==> src/rtl/attn_regs_pkg.sv <==
// Package: shared register selects and fixed bit positions for the
// attention register block. Assumes a 32-bit host data path.
package attn_regs_pkg;
    localparam int DATA_W   = 32;
    localparam int ADDR_W   = 2;
    localparam int INIT_BIT = 31;

    typedef enum logic [ADDR_W-1:0] {
        SEL_CTRL = 2'd0,
        SEL_STAT = 2'd1,
        SEL_HATT = 2'd2,
        SEL_CATT = 2'd3
    } reg_sel_e;
endpackage

==> src/rtl/hatt_reg.sv <==
// Host-bound attention register with per-source interrupt masking.
// Each bit is set by an event pulse and cleared by a host write-one.
// An event beats a clear. An init pulse clears everything.
// The interrupt line is registered from the enabled, pending bits.
module hatt_reg #(
    parameter int NUM_SRC = 7
) (
    input  logic               clk,
    input  logic               rst_n,
    input  logic [NUM_SRC-1:0] evt_i,
    input  logic               clr_wr_i,
    input  logic [NUM_SRC-1:0] clr_mask_i,
    input  logic               init_i,
    input  logic [NUM_SRC-1:0] en_i,
    output logic [NUM_SRC-1:0] hatt_o,
    output logic               irq_o
);
    logic [NUM_SRC-1:0] pend;
    logic               irq_q;

    for (genvar i = 0; i < NUM_SRC; i++) begin : g_src
        logic bit_q;
        // Per-source latch: init, then event, then host clear.
        always_ff @(posedge clk) begin
            if (!rst_n)                         bit_q <= 1'b0;
            else if (init_i)                    bit_q <= 1'b0;
            else if (evt_i[i])                  bit_q <= 1'b1;
            else if (clr_wr_i && clr_mask_i[i]) bit_q <= 1'b0;
        end
        assign hatt_o[i] = bit_q;
        assign pend[i]   = bit_q & en_i[i];
    end

    // Register the OR of enabled pending sources onto the interrupt.
    always_ff @(posedge clk) begin
        if (!rst_n) irq_q <= 1'b0;
        else        irq_q <= |pend;
    end

    assign irq_o = irq_q;
endmodule

==> src/rtl/catt_reg.sv <==
// Chip-bound attention register. The host sets bits with a write-one.
// Internal logic clears them with acknowledge pulses. A set beats an ack.
// A kick pulse marks each bit newly raised by the host. An init pulse
// clears both the bits and the kicks.
module catt_reg #(
    parameter int NUM_CHIP = 5
) (
    input  logic                clk,
    input  logic                rst_n,
    input  logic                set_wr_i,
    input  logic [NUM_CHIP-1:0] set_mask_i,
    input  logic [NUM_CHIP-1:0] ack_i,
    input  logic                init_i,
    output logic [NUM_CHIP-1:0] catt_o,
    output logic [NUM_CHIP-1:0] kick_o
);
    for (genvar i = 0; i < NUM_CHIP; i++) begin : g_req
        logic req_q;
        logic kick_q;
        logic set_now;

        assign set_now = set_wr_i & set_mask_i[i];

        // Request level: init, then host set, then acknowledge.
        always_ff @(posedge clk) begin
            if (!rst_n)        req_q <= 1'b0;
            else if (init_i)   req_q <= 1'b0;
            else if (set_now)  req_q <= 1'b1;
            else if (ack_i[i]) req_q <= 1'b0;
        end

        // One-cycle kick when a clear request is newly raised.
        always_ff @(posedge clk) begin
            if (!rst_n)      kick_q <= 1'b0;
            else if (init_i) kick_q <= 1'b0;
            else             kick_q <= set_now & ~req_q;
        end

        assign catt_o[i] = req_q;
        assign kick_o[i] = kick_q;
    end
endmodule

==> src/rtl/ctrl_stat.sv <==
// Control and status registers. Control holds the interrupt enables and
// a self-clearing initialise bit. Initialising holds chipset-ready low
// for INIT_CYCLES cycles, counted from the write. Status is assembled
// from the ready state and the live mailbox and error inputs.
module ctrl_stat
    import attn_regs_pkg::*;
#(
    parameter int NUM_SRC     = 7,
    parameter int ERR_W       = 4,
    parameter int INIT_CYCLES = 4
) (
    input  logic               clk,
    input  logic               rst_n,
    input  logic               wr_i,
    input  logic [NUM_SRC-1:0] en_wdata_i,
    input  logic               init_wdata_i,
    input  logic               mbox_rdy_i,
    input  logic [ERR_W-1:0]   err_i,
    output logic [NUM_SRC-1:0] en_o,
    output logic               init_o,
    output logic               ready_o,
    output logic [DATA_W-1:0]  ctrl_word_o,
    output logic [DATA_W-1:0]  stat_word_o
);
    localparam int CNT_W = $clog2(INIT_CYCLES + 1);

    logic [NUM_SRC-1:0] en_q;
    logic               init_q;
    logic [CNT_W-1:0]   cnt_q;

    // Enables follow host writes to control.
    always_ff @(posedge clk) begin
        if (!rst_n)    en_q <= '0;
        else if (wr_i) en_q <= en_wdata_i;
    end

    // Initialise bit lives for one cycle after it is written.
    always_ff @(posedge clk) begin
        if (!rst_n) init_q <= 1'b0;
        else        init_q <= wr_i & init_wdata_i;
    end

    // Not-ready countdown, loaded by the initialise write.
    always_ff @(posedge clk) begin
        if (!rst_n)                     cnt_q <= '0;
        else if (wr_i && init_wdata_i)  cnt_q <= CNT_W'(INIT_CYCLES);
        else if (cnt_q != '0)           cnt_q <= cnt_q - 1'b1;
    end

    // Assemble the readable words.
    always_comb begin
        ctrl_word_o               = '0;
        ctrl_word_o[NUM_SRC-1:0]  = en_q;
        ctrl_word_o[INIT_BIT]     = init_q;
        stat_word_o               = '0;
        stat_word_o[0]            = ready_o;
        stat_word_o[1]            = mbox_rdy_i;
        stat_word_o[2 +: ERR_W]   = err_i;
    end

    assign en_o    = en_q;
    assign init_o  = init_q;
    assign ready_o = (cnt_q == '0);
endmodule

==> src/rtl/adapter_attn_regs.sv <==
// Top of the attention register block. It decodes host accesses onto the
// four registers, gathers the internal event pulses into the host-bound
// attention vector and returns registered read data. Assumes at most one
// access per cycle. A simultaneous read and write returns the
// pre-write value.
module adapter_attn_regs
    import attn_regs_pkg::*;
#(
    parameter  int NUM_RINGS   = 4,
    parameter  int ERR_W       = 4,
    parameter  int INIT_CYCLES = 4,
    localparam int NUM_SRC     = NUM_RINGS + 3,
    localparam int NUM_CHIP    = NUM_RINGS + 1
) (
    input  logic                 clk,
    input  logic                 rst_n,
    input  logic                 host_wr_i,
    input  logic                 host_rd_i,
    input  logic [ADDR_W-1:0]    host_addr_i,
    input  logic [DATA_W-1:0]    host_wdata_i,
    output logic [DATA_W-1:0]    host_rdata_o,
    input  logic [NUM_RINGS-1:0] ring_evt_i,
    input  logic                 mbox_evt_i,
    input  logic                 link_evt_i,
    input  logic                 err_evt_i,
    input  logic                 mbox_rdy_i,
    input  logic [ERR_W-1:0]     err_flags_i,
    input  logic [NUM_CHIP-1:0]  chip_ack_i,
    output logic                 host_irq_o,
    output logic [NUM_CHIP-1:0]  chip_att_o,
    output logic [NUM_CHIP-1:0]  chip_kick_o,
    output logic                 chip_ready_o,
    output logic                 adapter_init_o
);
    reg_sel_e           sel;
    logic               wr_ctrl, wr_hatt, wr_catt;
    logic [NUM_SRC-1:0] evt_vec;
    logic [NUM_SRC-1:0] hatt_q;
    logic [NUM_SRC-1:0] en_q;
    logic [NUM_CHIP-1:0] catt_q;
    logic               init_q;
    logic [DATA_W-1:0]  ctrl_word, stat_word, rd_mux, rdata_q;
    logic               wdata_unused;

    assign sel          = reg_sel_e'(host_addr_i);
    assign wr_ctrl      = host_wr_i && (sel == SEL_CTRL);
    assign wr_hatt      = host_wr_i && (sel == SEL_HATT);
    assign wr_catt      = host_wr_i && (sel == SEL_CATT);
    assign evt_vec      = {err_evt_i, link_evt_i, mbox_evt_i, ring_evt_i};
    assign wdata_unused = ^host_wdata_i[INIT_BIT-1:NUM_SRC];

    ctrl_stat #(
        .NUM_SRC     (NUM_SRC),
        .ERR_W       (ERR_W),
        .INIT_CYCLES (INIT_CYCLES)
    ) u_ctrl (
        .clk          (clk),
        .rst_n        (rst_n),
        .wr_i         (wr_ctrl),
        .en_wdata_i   (host_wdata_i[NUM_SRC-1:0]),
        .init_wdata_i (host_wdata_i[INIT_BIT]),
        .mbox_rdy_i   (mbox_rdy_i),
        .err_i        (err_flags_i),
        .en_o         (en_q),
        .init_o       (init_q),
        .ready_o      (chip_ready_o),
        .ctrl_word_o  (ctrl_word),
        .stat_word_o  (stat_word)
    );

    hatt_reg #(.NUM_SRC(NUM_SRC)) u_hatt (
        .clk        (clk),
        .rst_n      (rst_n),
        .evt_i      (evt_vec),
        .clr_wr_i   (wr_hatt),
        .clr_mask_i (host_wdata_i[NUM_SRC-1:0]),
        .init_i     (init_q),
        .en_i       (en_q),
        .hatt_o     (hatt_q),
        .irq_o      (host_irq_o)
    );

    catt_reg #(.NUM_CHIP(NUM_CHIP)) u_catt (
        .clk        (clk),
        .rst_n      (rst_n),
        .set_wr_i   (wr_catt),
        .set_mask_i (host_wdata_i[NUM_CHIP-1:0]),
        .ack_i      (chip_ack_i),
        .init_i     (init_q),
        .catt_o     (catt_q),
        .kick_o     (chip_kick_o)
    );

    // Select the register addressed by the host.
    always_comb begin
        rd_mux = '0;
        unique case (sel)
            SEL_CTRL: rd_mux = ctrl_word;
            SEL_STAT: rd_mux = stat_word;
            SEL_HATT: rd_mux[NUM_SRC-1:0]  = hatt_q;
            SEL_CATT: rd_mux[NUM_CHIP-1:0] = catt_q;
            default:  rd_mux = '0;
        endcase
    end

    // Capture read data on a read strobe.
    always_ff @(posedge clk) begin
        if (!rst_n)         rdata_q <= '0;
        else if (host_rd_i) rdata_q <= rd_mux;
    end

    assign host_rdata_o   = rdata_q;
    assign chip_att_o     = catt_q;
    assign adapter_init_o = init_q;
endmodule

==> config.mk <==
export PLATFORM = sky130hd
export DESIGN_NAME = adapter_attn_regs
export DESIGN_NICKNAME = d
export VERILOG_FILES = /design/src/rtl/attn_regs_pkg.sv /design/src/rtl/hatt_reg.sv /design/src/rtl/catt_reg.sv /design/src/rtl/ctrl_stat.sv /design/src/rtl/adapter_attn_regs.sv
export SDC_FILE = /design/constraint.sdc
export NUM_CORES = 1
export LEC_CHECK = 0
export ABC_AREA = 0
export ABC_CLOCK_PERIOD_IN_PS = 2050
export BUFFER_PORTS_ARGS = -buffer_cell sky130_fd_sc_hd__buf_4
export CAP_MARGIN = 15
export CORE_ASPECT_RATIO = 2
export CORE_UTILIZATION = 38
export CTS_CLUSTER_DIAMETER = 30
export CTS_CLUSTER_SIZE = 30
export DETAILED_ROUTE_END_ITERATION = 7
export PLACE_DENSITY = 0.81
export SLEW_MARGIN = 20
export SYNTH_ARGS = -nofsm -noshare
export SYNTH_HDL_FRONTEND = slang
export SYNTH_SLANG_ARGS = --single-unit
==> constraint.sdc <==
create_clock -name clk -period 2.05 [get_ports clk]
set_input_delay 0.3075 -clock clk [delete_from_list [all_inputs] [get_ports clk]]
set_output_delay 0.3075 -clock clk [all_outputs]
set_load 0.005 [all_outputs]
# Yosys cells after proc, flatten, opt, wreduce, memory -nomap -nowiden
# Index checks and enable logic that the tools add are counted.
[classes]
addsub = 1
magnitude_cmp = 0
mul = 0
mux = 29
n_eq_ne = 3
bitwise_logic = 24
n_shift = 0
n_div = 0
reduce_logical = 30
[op_table]
columns = ["op", "count"]
rows = [
  ["$reduce_bool A2 Y1", 13],
  ["$mux W25", 1],
  ["$mux W1", 24],
  ["$pmux W5 S4", 1],
  ["$and A1 B1 Y1", 18],
  ["$logic_and A1 B1 Y1", 11],
  ["$reduce_or A7 Y1", 1],
  ["$mux W3", 2],
  ["$not A1 Y1", 6],
  ["$pmux W2 S3", 1],
  ["$eq A2 B2 Y1 const B", 2],
  ["$reduce_or A2 Y1", 2],
  ["$logic_not A3 Y1", 1],
  ["$reduce_bool A3 Y1", 1],
  ["$sub A3 B1 Y3 const B", 1],
  ["$eq A2 B1 Y1 const B", 1],
  ["$logic_not A2 Y1", 1],
]
[totals]
elab_cells = 110
output_inout_bits = 45
n_memories = 0
ramBits = 0
latchBits = 0
ff_bits = 61
in_bits = 55
mem_bits_ro = 0

# Logic depth before layout (Yosys ltp)
[depth]
depth_word = 5
mapped_depth = 6
mapped_depth_nobuf = 6

# Modules after synthesis
# From an unflattened synthesis, not the netlist that was laid out.
[hier_totals]
hier_cells = 367
area_unflattened_um2 = 3503.4
[by_module_without_submodules]
columns = ["module", "n_inst", "area_per_inst_um2", "cells_per_inst", "seq_area_each_um2"]
rows = [
  ["adapter_attn_regs", 1, 1737.9, 182, 640.6],
  ["ctrl_stat", 1, 949.7, 108, 220.2],
  ["catt_reg", 1, 439.2, 42, 200.2],
  ["hatt_reg", 1, 376.6, 35, 160.2],
]

# Worst setup path before layout
# Ideal clock, no wire load.
[synth_timing]
path_type = "register to register"
from = "register u_ctrl.cnt_q[0]"
to = "register rdata_q[0], in the netlist host_rdata_o[0]"
n_path_buf = 0
slack_ns = 0.473
t_arrival_ns = 1.449
path_stages_with_launch = 7
cell_sequence = "dfxtp_1 > inv_1 > ha_1 > ha_1 > mux4_2 > mux2i_1 > nor2_1"
[synth_between]
elab_chain_cells = 2
[synth_rtl]
columns = ["element", "line", "source"]
rows = [
  ["from (decl)", "ctrl_stat.sv:29", "logic [CNT_W-1:0] cnt_q;"],
  ["from (signal assigned)", "ctrl_stat.sv:46", "else if (wr_i && init_wdata_i) cnt_q <= CNT_W'(INIT_CYCLES);"],
  ["from (signal assigned)", "ctrl_stat.sv:47", "else if (cnt_q != '0) cnt_q <= cnt_q - 1'b1;"],
  ["$logic_not A3 Y1", "ctrl_stat.sv:63", "assign ready_o = (cnt_q == '0);"],
  ["net chip_ready_o", "adapter_attn_regs.sv:32", "output logic chip_ready_o,"],
  ["$pmux W5 S4", "adapter_attn_regs.sv:97", "unique case (sel)"],
  ["to (signal assigned)", "adapter_attn_regs.sv:109", "else if (host_rd_i) rdata_q <= rd_mux;"],
  ["to (decl)", "adapter_attn_regs.sv:42", "logic [DATA_W-1:0] ctrl_word, stat_word, rd_mux, rdata_q;"],
]
# The timed path passes the listed nets, and every way through them passes these cells.
# A chain may end at the register's enable or synchronous reset.

# Worst setup path in the final report
[layout_timing]
from = "register u_ctrl.cnt_q[0]"
to = "register rdata_q[0], in the netlist host_rdata_o[0]"
[layout_between]
elab_chain_cells = 2
[layout_rtl]
columns = ["element", "line"]
rows = [
  ["$logic_not A3 Y1", "ctrl_stat.sv:63"],
  ["$pmux W5 S4", "adapter_attn_regs.sv:97"],
]
# No other way between the ends.

==> results.toml <==
[detailed_routing]
m1WireLength_um = 1393
viasPerCell = 4.765
ant_nets = 0
vias = 1396
drtIter0Drc = 16
dr.pass1.iters = 6
drt_wl_total_um = 3959
dr_wl_met2_um = 2176
drc = 0
routed.top_layer = "met4"
wl_met3_um = 247
post_drt_wl_per_cell_um = 13.51

[critical_path]
timing.critical_path.arrival_ps = 1860
crit_buf_inv = 1
path_class = "reg -> reg"
endpoint_kind = "flop"
timing.critical_path.mode_cell = "ha_1"
cpPeakStageDelay_ps = 490
worstSetupStartpointType = "flop"
slowest_stage = "mux4_2"
cp_top_family = "multiplexers"
cp_cell_sequence = "inv_1, ha_1, ha_1, mux4_2, mux2i_1, nor2_1"
path_max_fanout = 6
cp_data_required_time_ps = 2220

[final_layout]
fillers = 436
num-nets-final = 295
diodes = 0
fin_area_mm2 = 0.002185
syn_to_final_growth_pct = 20.58
drive_gt1_share_pct = 26.89

[clock_tree]
cts_resized = 0
htreeDepth = 2
cts_buffers = 5
cts_buffer_depth = 2
clkSinkCount = 37
postCtsSetupBuffers = 0
clkLatencyLatePin_ps = 300
cts_tree = "built"
cts_root_buf = "clkbuf_8"
hold_buffers = 0
clkTransAtPathRegs_ps = 80

[synth]
ys_warn_count = 0
yosysTopAreaCell = "dfxtp_1"
yosysTopAreaCellShare_pct = 40.88
syn_inst = 195
synthFlopType = "dfxtp_1"
synth_cell_types = 29
netlist_area_mm2 = 0.001812
yosysSeqAreaShare_pct = 40.88
synth_edf_count = 0
synth_seq_cells = 37
avgSynthCellArea_um2 = 9.291
synthTopCellsByArea = "dfxtp_1 41%, buf_4 15%, mux2i_1 8.3%, nor2_1 4.8%, inv_1 3.9%"
postSynth.asyncResetShare_pct = 0

[die]
ios = 100
initial_core_util_pct = 39.40
dieArea_mm2 = 0.005065
die_x_um = 50.83
coreArea_mm2 = 0.004598
rows = 35
die_h_um = 99.65

[grt]
grt_pass1_wl_um = 6285
grtUsageTotal_pct = 17.05
grt_pass1_vias = 1338
grt_overflow_total = 0
antenna_found_initial = 0
grt_start_max_net_pins = 17

[timing]
layout_worst_path_cycle_share_pct = 82.12
setup_violations = 0
hold_violations = 0
tightestPinTransition_ps = 523.4
fin_setup_tns_ps = 0
rsz0062_at_grt = "false"
slew_headroom_pct = 65.07
fin_crit_ps = 1683
fin_ws_ps = 366.6
timing.fmax_mhz = 594.0
finClkSkew_ps = 10.49
slew_violations = 0

[power_and_ir_drop]
pwr-share-seq_pct = 45.7
p_sw_uw = 451.2
power_density_mw_per_mm2 = 790.8
power.internal_uw = 1276
p_sw_share_pct = 26.12
p_clk_share_pct = 37.3
p_leak_uw = 0.001061
ir_worst_vdd_uv = 626.0
p_comb_share_pct = 17.1
totalPowerFinal_uw = 1728

[placed_design]
dpl_worst_slack_ps = 345.5
place.gp.congestion = 0.8003
hpwl_um = 2983
placement.cell_area_mm2 = 0.002069
io_buffers = 51

[run_status]
outcome = "finished clean"

[hold_path]
hp-class = "in -> reg"

[run]
drv_cap = 0
state kept, by name, summed over array words and instances, names as in the netlist:
signal / flops
host_rdata_o: 8
u_ctrl.en_o: 7
u_hatt.g_src.bit_q: 7
u_catt.g_req.kick_q: 5
u_catt.g_req.req_q: 5
u_ctrl.cnt_q: 3
u_ctrl.init_o: 1
u_hatt.irq_o: 1
layout by cell type (no fill, tap or decap), drive strengths merged:
cell | netlist | final
a21oi | 14 | 14
a222oi | 1 | 1
a22oi | 2 | 2
a31oi | 2 | 2
and3 | 1 | 1
buf | 38 | 53
bufinv | 0 | 1
clkbuf | 3 | 5
clkinv | 0 | 1
clkinvlp | 0 | 1
conb | 1 | 24
dfxtp | 37 | 37
ha | 3 | 3
inv | 19 | 19
mux2i | 15 | 15
mux4 | 5 | 5
nand2 | 2 | 2
nand2b | 2 | 2
nand3b | 1 | 1
nand4bb | 1 | 1
nor2 | 23 | 23
nor2b | 7 | 7
nor3 | 5 | 5
nor3b | 2 | 2
o211a | 1 | 1
o21a | 1 | 1
o21ai | 7 | 7
o221ai | 1 | 1
xor2 | 1 | 1
metal layers:
metal  track usage (%)  up-vias
li1                  -      674
met1             15.90      642
met2             31.69       68
met3             4.281       12
met4             10.26        0
met5                 0        -
power by group through the flow:
stage                     clock (µW)  combinational (µW)  sequential (µW)
after global placement             0                 284              803
final                            644                 295              789
after CTS                        649                 297              788
after detailed placement           0                 296              805
after floorplan                    0                 213              798
after global routing             685                 329              796
tightest hold or removal path: cells and delay by family:
kind / cells / cell delay, ps
compound gates: 1 / 100
buf+inv: 2 / 100
final timing paths:
path / slack (ps) / startpoint / to / cells past startpoint
worst max-delay path: 370 / u_ctrl.cnt_q[0] / host_rdata_o[0] / 6
worst min-delay path: 250 / ring_evt_i[0] / u_hatt.g_src[0].bit_q / 3
worst max register to register: 370 / u_ctrl.cnt_q[0] / host_rdata_o[0] / 6
worst min register to register: 490 / host_rdata_o[5] / host_rdata_o[5] / 1
cell usage after synthesis, types with 2 or more instances:
| cell | count |
|---|---|
| dfxtp_1 | 37 |
| inv_1 | 19 |
| nor3b_1 | 2 |
| buf_4 | 35 |
| ha_1 | 3 |
| a21oi_1 | 14 |
| mux4_2 | 3 |
| nor3_1 | 5 |
| nor2_1 | 23 |
| mux4_1 | 2 |
| nand2b_1 | 2 |
| a31oi_1 | 2 |
| o21ai_0 | 7 |
| mux2i_1 | 15 |
| nor2b_1 | 7 |
| a22oi_1 | 2 |
| nand2_1 | 2 |
| buf_2 | 2 |
| clkbuf_1 | 3 |
through the flow:
| step | util [%] | instances | hold slack (ps) |
|---|---|---|---|
| 5_1_grt | 47.51 | 293 | 246.3 |
| 2_1_floorplan | - | 218 | 425.2 |
| 6_report | 47.51 | 293 | 251.4 |
| 3_5_place_dp | 45.01 | 285 | 473.7 |
| 4_1_cts | 47.51 | 293 | 250.9 |
| 3_3_place_gp | 45.01 | 285 | 463.7 |
final cells by class:
| class | count | area (µm²) | area share (%) |
|---|---|---|---|
| clock buffers | 5 | 68.82 | 3.150 |
| clock inverters | 3 | 46.29 | 2.119 |
| inverters | 19 | 71.32 | 3.265 |
| multi-input cells | 121 | 790.8 | 36.20 |
| flip-flops and latches | 37 | 740.7 | 33.91 |
| well taps | 55 | 68.82 | 3.150 |
| repair buffers | 53 | 397.9 | 18.21 |
kinds of logic after synthesis:
| logic type | synth area share (%) |
|---|---|
| AOI/OAI and AO/OA | 9.323 |
| xor gates and xnor gates | 0.4835 |
| adders and majority gates | 2.072 |
| buffers and inverters | 20.23 |
| DFF | 40.88 |
| muxes | 14.92 |
| other | 0.2070 |
| and+or+nand+nor | 11.88 |
(Power assumes the default switching activity.)
